## src/rtl/regsave_pkg.sv

```systemverilog
package regsave_pkg;
  localparam int SLOTS = 8;
  localparam int IW = $clog2(SLOTS);
  localparam logic [IW-1:0] SP_REG = IW'(4);
  typedef enum logic [1:0] {ST_IDLE, ST_XFER, ST_COMMIT, ST_FIN} st_t;
endpackage

```

## src/rtl/regsave_room.sv

```systemverilog
module regsave_room #(
  parameter int AW = 16,
  parameter int FRAME = 64
) (
  input  logic [AW-1:0] sp,
  input  logic [AW-1:0] lo,
  input  logic [AW-1:0] hi,
  input  logic          pop,
  output logic          ok
);
  logic [AW:0] sp_x, lo_x, hi_x;
  assign sp_x = {1'b0, sp};
  assign lo_x = {1'b0, lo};
  assign hi_x = {1'b0, hi};
  // one extra bit keeps the sums from wrapping
  assign ok = pop ? (sp_x + (AW+1)'(FRAME) <= hi_x)
                  : (sp_x >= lo_x + (AW+1)'(FRAME));
endmodule

```

## src/rtl/regsave_capture.sv

```systemverilog
module regsave_capture #(
  parameter int DW = 64,
  parameter int DEPTH = 8,
  localparam int IW = $clog2(DEPTH)
) (
  input  logic          clk,
  input  logic          we,
  input  logic [IW-1:0] waddr,
  input  logic [DW-1:0] wdata,
  input  logic [IW-1:0] raddr,
  output logic [DW-1:0] rdata
);
  logic [DW-1:0] store [DEPTH];
  always_ff @(posedge clk) begin
    if (we) store[waddr] <= wdata;
  end
  assign rdata = store[raddr];
endmodule

```

## src/rtl/regsave_seq.sv

```systemverilog
module regsave_seq
  import regsave_pkg::*;
#(
  parameter int DW = 64,
  parameter int AW = 16
) (
  input  logic          clk,
  input  logic          rst,
  input  logic          start_i,
  input  logic          op_i,
  input  logic [AW-1:0] sp_i,
  input  logic [AW-1:0] stk_lo_i,
  input  logic [AW-1:0] stk_hi_i,
  output logic          busy_o,
  output logic          done_o,
  output logic          fault_o,
  output logic [2:0]    rf_raddr_o,
  input  logic [DW-1:0] rf_rdata_i,
  output logic          rf_we_o,
  output logic [2:0]    rf_waddr_o,
  output logic [DW-1:0] rf_wdata_o,
  output logic          mem_req_o,
  output logic          mem_we_o,
  output logic [AW-1:0] mem_addr_o,
  output logic [DW-1:0] mem_wdata_o,
  input  logic          mem_rdy_i,
  input  logic [DW-1:0] mem_rdata_i,
  output logic          sp_we_o,
  output logic [AW-1:0] sp_wdata_o
);
  localparam int WB = DW / 8;
  localparam int FRAME = SLOTS * WB;
  localparam logic [IW-1:0] LAST = IW'(SLOTS - 1);
  localparam logic [IW-1:0] DROP = LAST - SP_REG; // restore read index of pointer slot

  st_t           st;
  logic          op_q;
  logic [AW-1:0] sp0;
  logic [IW-1:0] idx, cidx, nxt;
  logic          room_ok;
  logic [DW-1:0] cap_rdata;
  logic [DW-1:0] nxt_data;

  function automatic logic [AW-1:0] slot_addr(input logic [AW-1:0] base,
                                               input logic pop,
                                               input logic [IW-1:0] k);
    logic [AW-1:0] off;
    off = AW'(k) * AW'(WB);
    return pop ? base + off : base - off - AW'(WB);
  endfunction

  regsave_room #(.AW(AW), .FRAME(FRAME)) u_room (
    .sp(sp_i), .lo(stk_lo_i), .hi(stk_hi_i), .pop(op_i), .ok(room_ok)
  );

  regsave_capture #(.DW(DW), .DEPTH(SLOTS)) u_cap (
    .clk(clk),
    .we(st == ST_XFER && op_q && mem_rdy_i),
    .waddr(idx),
    .wdata(mem_rdata_i),
    .raddr(cidx),
    .rdata(cap_rdata)
  );

  assign nxt = idx + IW'(1);
  assign rf_raddr_o = (st == ST_IDLE) ? '0 : nxt;
  assign nxt_data = (nxt == SP_REG) ? DW'(sp0) : rf_rdata_i;

  always_ff @(posedge clk) begin
    if (rst) begin
      st <= ST_IDLE;
      op_q <= 1'b0;
      sp0 <= '0;
      idx <= '0;
      cidx <= '0;
      busy_o <= 1'b0;
      done_o <= 1'b0;
      fault_o <= 1'b0;
      rf_we_o <= 1'b0;
      rf_waddr_o <= '0;
      rf_wdata_o <= '0;
      mem_req_o <= 1'b0;
      mem_we_o <= 1'b0;
      mem_addr_o <= '0;
      mem_wdata_o <= '0;
      sp_we_o <= 1'b0;
      sp_wdata_o <= '0;
    end else begin
      done_o <= 1'b0;
      fault_o <= 1'b0;
      rf_we_o <= 1'b0;
      sp_we_o <= 1'b0;
      case (st)
        ST_IDLE: begin
          if (start_i) begin
            if (room_ok) begin
              op_q <= op_i;
              sp0 <= sp_i;
              idx <= '0;
              busy_o <= 1'b1;
              mem_req_o <= 1'b1;
              mem_we_o <= ~op_i;
              mem_addr_o <= slot_addr(sp_i, op_i, '0);
              mem_wdata_o <= op_i ? '0 : rf_rdata_i;
              st <= ST_XFER;
            end else begin
              fault_o <= 1'b1;
            end
          end
        end
        ST_XFER: begin
          if (mem_rdy_i) begin
            if (idx == LAST) begin
              mem_req_o <= 1'b0;
              mem_we_o <= 1'b0;
              cidx <= '0;
              st <= op_q ? ST_COMMIT : ST_FIN;
            end else begin
              idx <= nxt;
              mem_addr_o <= slot_addr(sp0, op_q, nxt);
              mem_wdata_o <= op_q ? '0 : nxt_data;
            end
          end
        end
        ST_COMMIT: begin
          rf_we_o <= (cidx != DROP);
          rf_waddr_o <= 3'(LAST - cidx);
          rf_wdata_o <= cap_rdata;
          cidx <= cidx + IW'(1);
          if (cidx == LAST) st <= ST_FIN;
        end
        default: begin
          done_o <= 1'b1;
          busy_o <= 1'b0;
          sp_we_o <= 1'b1;
          sp_wdata_o <= op_q ? sp0 + AW'(FRAME) : sp0 - AW'(FRAME);
          st <= ST_IDLE;
        end
      endcase
    end
  end
endmodule

```

## config.mk

```make
export PLATFORM = sky130hd
export DESIGN_NAME = regsave_seq
export DESIGN_NICKNAME = d
export VERILOG_FILES = /design/src/rtl/regsave_pkg.sv /design/src/rtl/regsave_room.sv /design/src/rtl/regsave_capture.sv /design/src/rtl/regsave_seq.sv
export SDC_FILE = /design/constraint.sdc
export NUM_CORES = 1
export LEC_CHECK = 0
export BUFFER_PORTS_ARGS = -buffer_cell sky130_fd_sc_hd__buf_2
export CORE_ASPECT_RATIO = 1.2
export CORE_MARGIN = 5
export CORE_UTILIZATION = 39
export CTS_BUF_LIST = sky130_fd_sc_hd__clkbuf_8 sky130_fd_sc_hd__clkbuf_16
export CTS_CLUSTER_DIAMETER = 80
export DETAILED_ROUTE_END_ITERATION = 10
export PLACE_DENSITY_LB_ADDON = 0.3
export SKIP_LAST_GASP = 1
export SLEW_MARGIN = 20
export SYNTH_ARGS = -nofsm -noshare
export SYNTH_HDL_FRONTEND = slang
export SYNTH_SLANG_ARGS = --single-unit
export TNS_END_PERCENT = 1
```

## constraint.sdc

```tcl
create_clock -name clk -period 18.35 [get_ports clk]
set_clock_uncertainty 0.2 [all_clocks]
set_input_delay 2.7525 -clock clk [delete_from_list [all_inputs] [get_ports clk]]
set_output_delay 2.7525 -clock clk [all_outputs]
set_load 0.01 [all_outputs]
```

======== Word level (Yosys, flattened, before mapping) ========
Memory sizes are Yosys's and may differ from the RTL's. A register that Yosys moved wholly into a read port is not among the register bits.
Cells that the tools add are included.
word-level totals
  memories ................................ 1
  word-level logic and storage cells ...... 107
  memory bits (writable) .................. 512
  register bits ........................... 130
  bits in latches ......................... 0
  output and inout bits ................... 173
  ROM bits ................................ 0
cells by class
  $lt $le $gt $ge ......................... 2
  reduce and logical (&&, ||, !) cells .... 15
  equality and inequality tests ........... 12
  divide/modulo/power cells ............... 0
  $add $sub $neg .......................... 11
  multiplexer cells ....................... 46
  shift-type cells ........................ 0
  $mul .................................... 0
  bitwise gates (word level) .............. 5
memories
  name         depth  bits a word  read ports  clocked after Yosys merged registers in  write ports  RTL line               RTL
  u_cap.store  8      64           1           1                                        1            regsave_capture.sv:13  logic [DW-1:0] store [DEPTH];
operator list
  cell                                                 count
  two-way mux 64 bit                                   7
  one-hot mux 64 bit (2 select lines)                  1
  two-way mux 16 bit                                   7
  adder 16 x 7 -> 17 bit (second input constant)       2
  one-hot mux 16 bit (2 select lines)                  1
  subtractor 16 x 4 -> 16 bit (second input constant)  2
  two-way mux 3 bit                                    7
  greater-or-equal comparator 16 x 17 -> 1 bit         1
  <= comparator 17 x 16 -> 1 bit                       1
  adder 16 x 6 -> 16 bit                               1
  adder 16 x 7 -> 16 bit (second input constant)       1
  subtractor 16 x 6 -> 16 bit                          1
  subtractor 16 x 7 -> 16 bit (second input constant)  1
  AND reduction 5 bit                                  3
  two-way mux 1 bit                                    12
  one-hot mux 3 bit (2 select lines)                   2
  two-way mux 2 bit                                    5
  inequality test 2 bit (second input constant)        5
  == test 3 bit (second input constant)                3
  AND reduction 3 bit                                  3
  adder 3 x 1 -> 3 bit (second input constant)         2
  one-hot mux 1 bit (2 select lines)                   3
  one-hot mux 2 bit (3 select lines)                   1
  OR reduction 3 bit                                   2
  10 further kinds                                     17

======== Logic depth before layout (Yosys ltp) ========
Gate-level depths: netlist of the first run.
  depth after elaboration ................. 7
  mapped depth ............................ 16
  mapped depth without buffers ............ 14

======== By module ========
A second synthesis of the first run with hierarchy kept.
unflattened totals
  cells, all modules ...................... 1886
  area total of the unflattened synthesis .. 28878.9 um^2
by module, submodules not included
  module           sequential area each (um^2)  times used  area each (um^2)  cells each
  regsave_capture  15374.7                      1           19266.0           752
  regsave_seq      3883.7                       1           8524.4            985
  regsave_room     0.0                          1           1088.5            149

======== Worst setup path after synthesis of the first run ========
No wires, ideal clock.
  kind .................................... input-to-reg
  from .................................... input mem_rdy_i
  to ...................................... memory u_cap.store[1][0] (enable)
  slack ................................... 10.298 ns
  required time ........................... 17.585 ns
  arrival ................................. 7.288 ns
  stages .................................. 2
  library setup time ...................... 0.565 ns
  cell sequence ........................... nand4_1 > nor3_1
between the ends
  longest elaborated chain between the ends .. 3
ends and longest elaborated chain
  item                                     RTL line               RTL
  start, declared                          regsave_seq.sv:26      input logic mem_rdy_i,
  logical AND 1 bit                        regsave_seq.sv:58      .we(st == ST_XFER && op_q && mem_rdy_i),
  two-way mux 1 bit                        regsave_capture.sv:15  if (we) store[waddr] <= wdata;
  two-way mux 1 bit (not written as such)  regsave_capture.sv:15
  end, declared                            regsave_capture.sv:13
No other way between the ends.

======== Final worst setup path of the first run ========
  from .................................... input stk_lo_i[6]
  to ...................................... register mem_addr_o[14]
between the ends
  longest elaborated chain between the ends .. 5
ends and longest elaborated chain
  item                                          RTL line            RTL
  start, declared                               regsave_seq.sv:12   input logic [AW-1:0] stk_lo_i,
  adder 16 x 7 -> 17 bit                        regsave_room.sv:17  : (sp_x >= lo_x + (AW+1)'(FRAME));
  greater-or-equal comparator 16 x 17 -> 1 bit  regsave_room.sv:17
  two-way mux 1 bit                             regsave_room.sv:16  assign ok = pop ? (sp_x + (AW+1)'(FRAME) <= hi_x)
  inequality test 2 bit (no line)               n/a
  AND reduction 5 bit (no line)                 n/a
  end signal, assigned                          regsave_seq.sv:103  mem_addr_o <= slot_addr(sp_i, op_i, '0);
  end signal, assigned                          regsave_seq.sv:120  mem_addr_o <= slot_addr(sp0, op_q, nxt);
  end, declared                                 regsave_seq.sv:24   output logic [AW-1:0] mem_addr_o,
No other way between the ends.
A chain may end at the register's enable or synchronous reset.

==> results of run 1 <==
-- power by group --
part | switching, mW | internal, mW | leakage (nW) | total (mW)
clock network | 0.642 | 0.945 | 1.36 | 1.59
registers | 0.0825 | 1.81 | 6.18 | 1.89
logic | 0.463 | 0.315 | 4.73 | 0.778
total | 1.19 | 3.07 | 12.3 | 4.26
-- worst paths after layout --
path	end	start	depth (start not counted)	slack, ns
min	mem_wdata_o[32]	mem_wdata_o[32]	2	0.25
max	mem_addr_o[14]	stk_lo_i[6]	14	12.19
min reg2reg	mem_wdata_o[32]	mem_wdata_o[32]	2	0.25
max reg2reg	mem_addr_o[14]	idx[2]	14	14.48
-- sequential cells by signal (all words and copies together), names as in the netlist, 2 cells and up --
| signal | cells |
|---|---|
| cidx | 3 |
| sp_wdata_o | 16 |
| idx | 3 |
| mem_wdata_o | 64 |
| st | 2 |
| mem_addr_o | 16 |
| rf_wdata_o | 64 |
| u_cap.store | 512 |
| rf_waddr_o | 3 |
| sp0 | 16 |
-- metrics by stage --
step	power (mW)	setup slack [ns]	hold slack [ns]	instances	area, um2
2_1_floorplan	2.444	10.30	0.2677	1963	28860
3_3_place_gp	2.691	11.73	0.2350	3153	31480
3_5_place_dp	2.710	11.65	0.2421	3155	31540
4_1_cts	4.312	12.29	0.2501	3297	34200
5_1_grt	4.463	11.98	0.2712	3300	34270
6_report	4.259	12.19	0.2472	3304	34280
-- final cells by class --
type	instances	area, um2	area share [%]
flip-flops and latches	706	19270	56.21
multi-input cells	1072	8891	25.94
repair buffers	379	2048	5.975
clock buffers	84	2023	5.902
well taps	943	1180	3.442
clock inverters	58	640.6	1.869
inverters	57	214.0	0.6242
diodes	5	12.51	0.03650
-- worst reg2reg max path, cell delays in order, from the launching register on --
cell and delay, ns:
dfxtp_1 0.50, inv_1 0.12, ha_1 0.32, inv_1 0.08, ha_1 0.33, inv_1 0.07, ha_1 0.35, and3_1 0.19
a221oi_1 0.32, nor2b_1 0.10, o32ai_1 0.38, nand2_1 0.11, xor2_1 0.15, a2111oi_0 0.42, a31o_2 0.16
-- cells by family after synthesis --
| kind of cell | after synthesis | synth area share (%) |
|---|---|---|
| xor+xnor | 49 | 1.487 |
| compound gates | 245 | 6.257 |
| mux | 169 | 11.41 |
| simple gates | 541 | 8.338 |
| fa+ha+maj | 68 | 3.001 |
| buf+inv | 185 | 2.762 |
| flops | 706 | 66.74 |
-- cell usage after synthesis, types with 3 or more instances --
cell type    n  area share (%)
a2111oi_0    3           0.091
a211oi_1     6            0.16
a21boi_0     3           0.078
a21o_1       5            0.13
a21oi_1     69             1.2
a21oi_2     14            0.42
a221oi_1    15            0.46
a311oi_1    64             1.9
and3_1       6            0.13
buf_1        9            0.12
buf_2       18            0.31
buf_6        7            0.27
clkbuf_1    90             1.2
dfxtp_1    194              13
edfxtp_1   512              53
ha_1        66             2.9
inv_1       57            0.74
mux2i_1     41             1.4
mux4_2     128              10
nand2_1    226             2.9
nand2b_1     7            0.15
nand3_1     63             1.1
nand3_2     14            0.49
nand4_1     14            0.30
nor2_1     164             2.1
nor2b_1      6            0.13
nor3_1      18            0.31
nor3_2       9            0.31
nor4_1       4           0.087
o211ai_1     8            0.21
o21a_1       4            0.10
o21ai_0     19            0.33
o21ai_1      3           0.052
o21bai_1     3           0.078
o311ai_0     3           0.091
or3_1        4           0.087
or4_1        3           0.078
xnor2_1     27            0.82
xor2_1      22            0.67
-- per-layer routing --
metal	global-route usage (%)	share of wire, %
met1	22.26	40
met2	32.13	50
met3	4.519	6.9
met4	6.203	3.2
met5	0	0.11
==> run_results.csv, run 1 <==
group,metric,value,unit
cells_and_area,finish.utilization,46.63,%
route,ant_nets,0,
sta,timing_hold_violations_final,0,
clock_tree,cts_setup_buffers,0,
worst_setup_path,cp.arrival,6.45,ns
clock_tree,numCtsBuffers,76,
clock_tree,h-tree-depth,3,
worst_setup_path,slowest_stage,"buf_4",
floorplan,placementRows,109,
floorplan,start_util,39.25,%
sta,final.setup.tns,0,ns
sta,setup-violations-final,0,
clock_tree,ctsResizeCount,0,
yosys,synth_edf_count,512,
yosys,synthArstFlopShare,0,%
cells_and_area,drive_gt1_share,29.16,%
global_routing,grt_pass1_wl,112400,um
sta,maxSlewHeadroom,31.90,%
placement,hpwl,45610,um
min_path,hp-class,"flip-flop to flip-flop",
cells_and_area,final_cell_mix,"edfxtp_1, buf_2, nand2_1",
worst_setup_path,critPathMaxFanout,82,
floorplan,coreArea,73510,um2
yosys,ys_types,66,
yosys,ys_warn_count,0,
sta,drv_slew,0,
clock_tree,cts.sinks,706,
clock_tree,tritoncts,"built",
worst_setup_path,crit_buf_inv,2,
power,power_leakage,12.27,nW
placement,portBuffers,353,
power,ir_drop,95.04,uV
sta,tightest_slew,1.022,ns
global_routing,grt_max_degree,89,
cells_and_area,nNetsFinal,2541,
worst_setup_path,cp.required,18.64,ns
route,wl,74640,um
yosys,syn_area_per_cell,14.70,um2
clock_tree,clk_pin_slew,0.06,ns
run,drv_cap,0,
sta,rsz0062_at_grt,"false",
worst_setup_path,start_kind,"primary input",
placement,gp_congestion,0.8455,
yosys,ys.flop_type,"edfxtp_1",
route,vias,17730,
yosys,syn_inst,1963,
yosys,synth-seq-cells,706,
worst_setup_path,crit_family,"compound AO/OA/AOI/OAI gates",
sta,fmax,162.4,MHz
clock_tree,cts_buffer_depth,3,
yosys,syn-num-nets,2212,
route,vias_per_cell,5.365,
worst_setup_path,cpPeakStageDelay,0.71,ns
floorplan,die_y,308.0,um
floorplan,die_w,258.3,um
sta,period_share,33.56,%
worst_setup_path,crit_path_end_kind,"flip-flop",
outcome,status,"finished, final reports clean",
cells_and_area,nFillCells,6389,
floorplan,dieArea,79550,um2
clock_tree,clk_latency,0.62,ns
clock_tree,ctsRootBufferMaster,"clkbuf_16",
route,drc,0,
power,p_per_area,124.2,nW/um2
cells_and_area,area_delta_synth_final,18.80,%
route,dr.pass1.iters,6,
global_routing,grt_antenna_before_repair,13,
route,drt_iter0_drc,1366,
yosys,yosysSeqAreaShare,66.74,%
sta,finalCriticalPeriod,6.159,ns
global_routing,grt_usage,18.32,%
cells_and_area,final_common_cell,"edfxtp_1",
clock_tree,cts_hold_buf,0,
floorplan,io_pins,354,
route,avgRoutedWirePerCell,22.59,um
yosys,syn_area,28860,um2
worst_setup_path,critical_path.cell_chain,"buf_2 > ha_1 > nand3_1 > xor2_1 > ha_1 > nand3_1 > a21boi_0 > a2111oi_0 > o2111a_1 > a211oi_4 > o31ai_4 > buf_4 > a2111oi_0 > a31o_2",
global_routing,globalRoute.totalOverflow,0,
global_routing,grt_pass1_vias,18390,
worst_setup_path,crit_type,"primary input to flip-flop",
Power figures use the tool's default switching activity.
==> run 2, diff against run 1 <==
- clock period: 18.35 -> 5.9 ns (I/O delays scaled with it)
==> run 2 against run 1 <==
First-iteration DRC count up 4.9%. Register-to-register slack worse by 13 ns. Worst setup slack worse by 10 ns. Cell count down 0.30%. Clock-buffer cell count down 3. Power rose to 3.1 times the previous value. Critical path type unchanged. Largest cell class unchanged.
==> run_results.csv, run 2 (synthesis results as in run 1) <==
group,metric,value,unit
outcome,status,"finished, final reports clean",
worst_setup_path,r2r_slack,1.92,ns
worst_setup_path,cp.arrival,4.49,ns
clock_tree,tritoncts,"built",
worst_setup_path,crit_family,"compound AO/OA/AOI/OAI gates",
worst_setup_path,r2r_end,"mem_addr_o[14]",
placement,hpwl,45910,um
global_routing,grt_pass1_vias,18460,
cells_and_area,finalNonFillerCells,3294,
worst_setup_path,slowest_stage,"o31a_4",
power,ir_drop,286.1,uV
clock_tree,clk_pin_slew,0.06,ns
worst_setup_path,crit_path_end_kind,"flip-flop",
min_path,hold-path-endpoint,"mem_wdata_o[54]",
worst_setup_path,rr_startpoint,"idx[2]",
clock_tree,cts.sinks,706,
cells_and_area,top_register,"u_cap.store",
floorplan,start_util,39.25,%
route,wl,74730,um
route,avgRoutedWirePerCell,22.69,um
global_routing,globalRoute.totalOverflow,0,
worst_setup_path,critPathMaxFanout,43,
min_path,min_from,"mem_wdata_o[54]",
clock_tree,ctsResizeCount,0,
route,vias_per_cell,5.381,
worst_setup_path,critical_path.cell_chain,"buf_2 > ha_1 > nand3_1 > xor2_1 > ha_1 > nand4_1 > nor3_1 > a31oi_1 > o2111a_1 > a211oi_4 > o31a_4 > buf_12 > nand3_1 > a21oi_1",
floorplan,coreArea,73510,um2
floorplan,die_y,308.0,um
sta,whs,0.2506,ns
cells_and_area,nNetsFinal,2539,
power,power,13.06,mW
clock_tree,ctsRootBufferMaster,"clkbuf_16",
cells_and_area,final_cell_mix,"edfxtp_1, buf_2, nand2_1",
clock_tree,numCtsBuffers,73,
floorplan,io_pins,354,
placement,gp_congestion,0.8249,
route,vias,17720,
global_routing,grt_max_degree,129,
clock_tree,cts_hold_buf,0,
sta,fmax,240.6,MHz
floorplan,placementRows,109,
run,drv_cap,0,
worst_setup_path,r2r_cells,14,
power,power_leakage,12.20,nW
route,ant_nets,0,
cells_and_area,finish.utilization,46.48,%
worst_setup_path,crit_type,"primary input to flip-flop",
sta,maxSlewHeadroom,27.49,%
clock_tree,clk_latency,0.61,ns
sta,setup_slack,1.744,ns
worst_setup_path,crit_buf_inv,2,
cells_and_area,drive_gt1_share,29.00,%
sta,period_share,70.44,%
cells_and_area,top_regs,"u_cap.store (512), mem_wdata_o (64), rf_wdata_o (64)",
route,dr.pass1.iters,7,
cells_and_area,largest_register_ffs,512,
worst_setup_path,cp.required,6.24,ns
sta,rsz0062_at_grt,"false",
cells_and_area,final_common_cell,"edfxtp_1",
power,p_per_area,382.2,nW/um2
worst_setup_path,start_kind,"primary input",
sta,setup-violations-final,0,
cells_and_area,area_delta_synth_final,18.40,%
sta,tightest_slew,1.088,ns
floorplan,die_w,258.3,um
clock_tree,cts_setup_buffers,0,
worst_setup_path,cpPeakStageDelay,0.54,ns
min_path,hp-class,"flip-flop to flip-flop",
worst_setup_path,worstSetupPathDepth,14,
floorplan,dieArea,79550,um2
placement,portBuffers,353,
global_routing,grt_usage,18.47,%
route,drt_iter0_drc,1433,
clock_tree,cts_buffer_depth,3,
clock_tree,h-tree-depth,3,
sta,timing_hold_violations_final,0,
sta,finalCriticalPeriod,4.156,ns
route,drc,0,
placement,place_inst,3158,
min_path,holdPathStages,2,
sta,drv_slew,0,
placement,dp_slack,1.154,ns
global_routing,grt_antenna_before_repair,12,
global_routing,grt_pass1_wl,112700,um
run 2: worst max-delay path by stage:
stage                 from           endpoint  slack [ns]
6_report       stk_lo_i[6]    mem_wdata_o[17]        1.74
5_1_grt        stk_lo_i[6]    mem_wdata_o[18]        1.51
4_1_cts        stk_lo_i[6]    mem_wdata_o[17]        1.79
3_5_place_dp   stk_lo_i[6]    mem_wdata_o[17]        1.15
3_3_place_gp   stk_lo_i[8]    mem_wdata_o[39]        1.37
2_1_floorplan        st[1]  u_cap.store[0][0]       -0.47
run 2: through the flow:
stage / TNS, ns / cell area (um2)
3_5_place_dp: 0 / 31630
3_3_place_gp: 0 / 31600
4_1_cts: 0 / 34160
5_1_grt: 0 / 34160
6_report: 0 / 34160
2_1_floorplan: -30.17 / 28860
run 2: area by class of cell:
type                       count  area (um2)
multi-input combinational   1072        8890
sequential                   706       19270
antenna                        3       7.507
fill                        6383       39350
timing repair buffer         380        2076
inverter                      57       214.0
clock buffer                  81        1959
tap                          943        1180
clock inverter                52       570.5
run 2: worst register-to-register path: stages, from the launching register on:
cell and delay, ns:
dfxtp_1 0.54, inv_1 0.12, ha_1 0.32, inv_1 0.08, ha_1 0.33, inv_1 0.07
ha_1 0.35, and3_1 0.19, a221oi_1 0.30, nor2b_1 0.11, o32ai_1 0.39, nand2_1 0.11
xor2_1 0.15, a2111oi_0 0.47, a31o_2 0.17
run 2: metal layers:
| metal | vias to the layer above | wire length [um] | GRT usage (%) |
|---|---|---|---|
| li1 | 8105 | - | - |
| met3 | 122 | 4895 | 4.356 |
| met5 | - | 56 | 0 |
| met2 | 531 | 37900 | 32.37 |
| met1 | 8956 | 29550 | 22.54 |
| met4 | 10 | 2336 | 6.388 |
run 2: report_power, final:
| part | total [mW] | internal, mW | switching (mW) |
|---|---|---|---|
| combinational | 2.44 | 0.985 | 1.46 |
| clock | 4.75 | 2.81 | 1.94 |
| sequential | 5.86 | 5.63 | 0.234 |
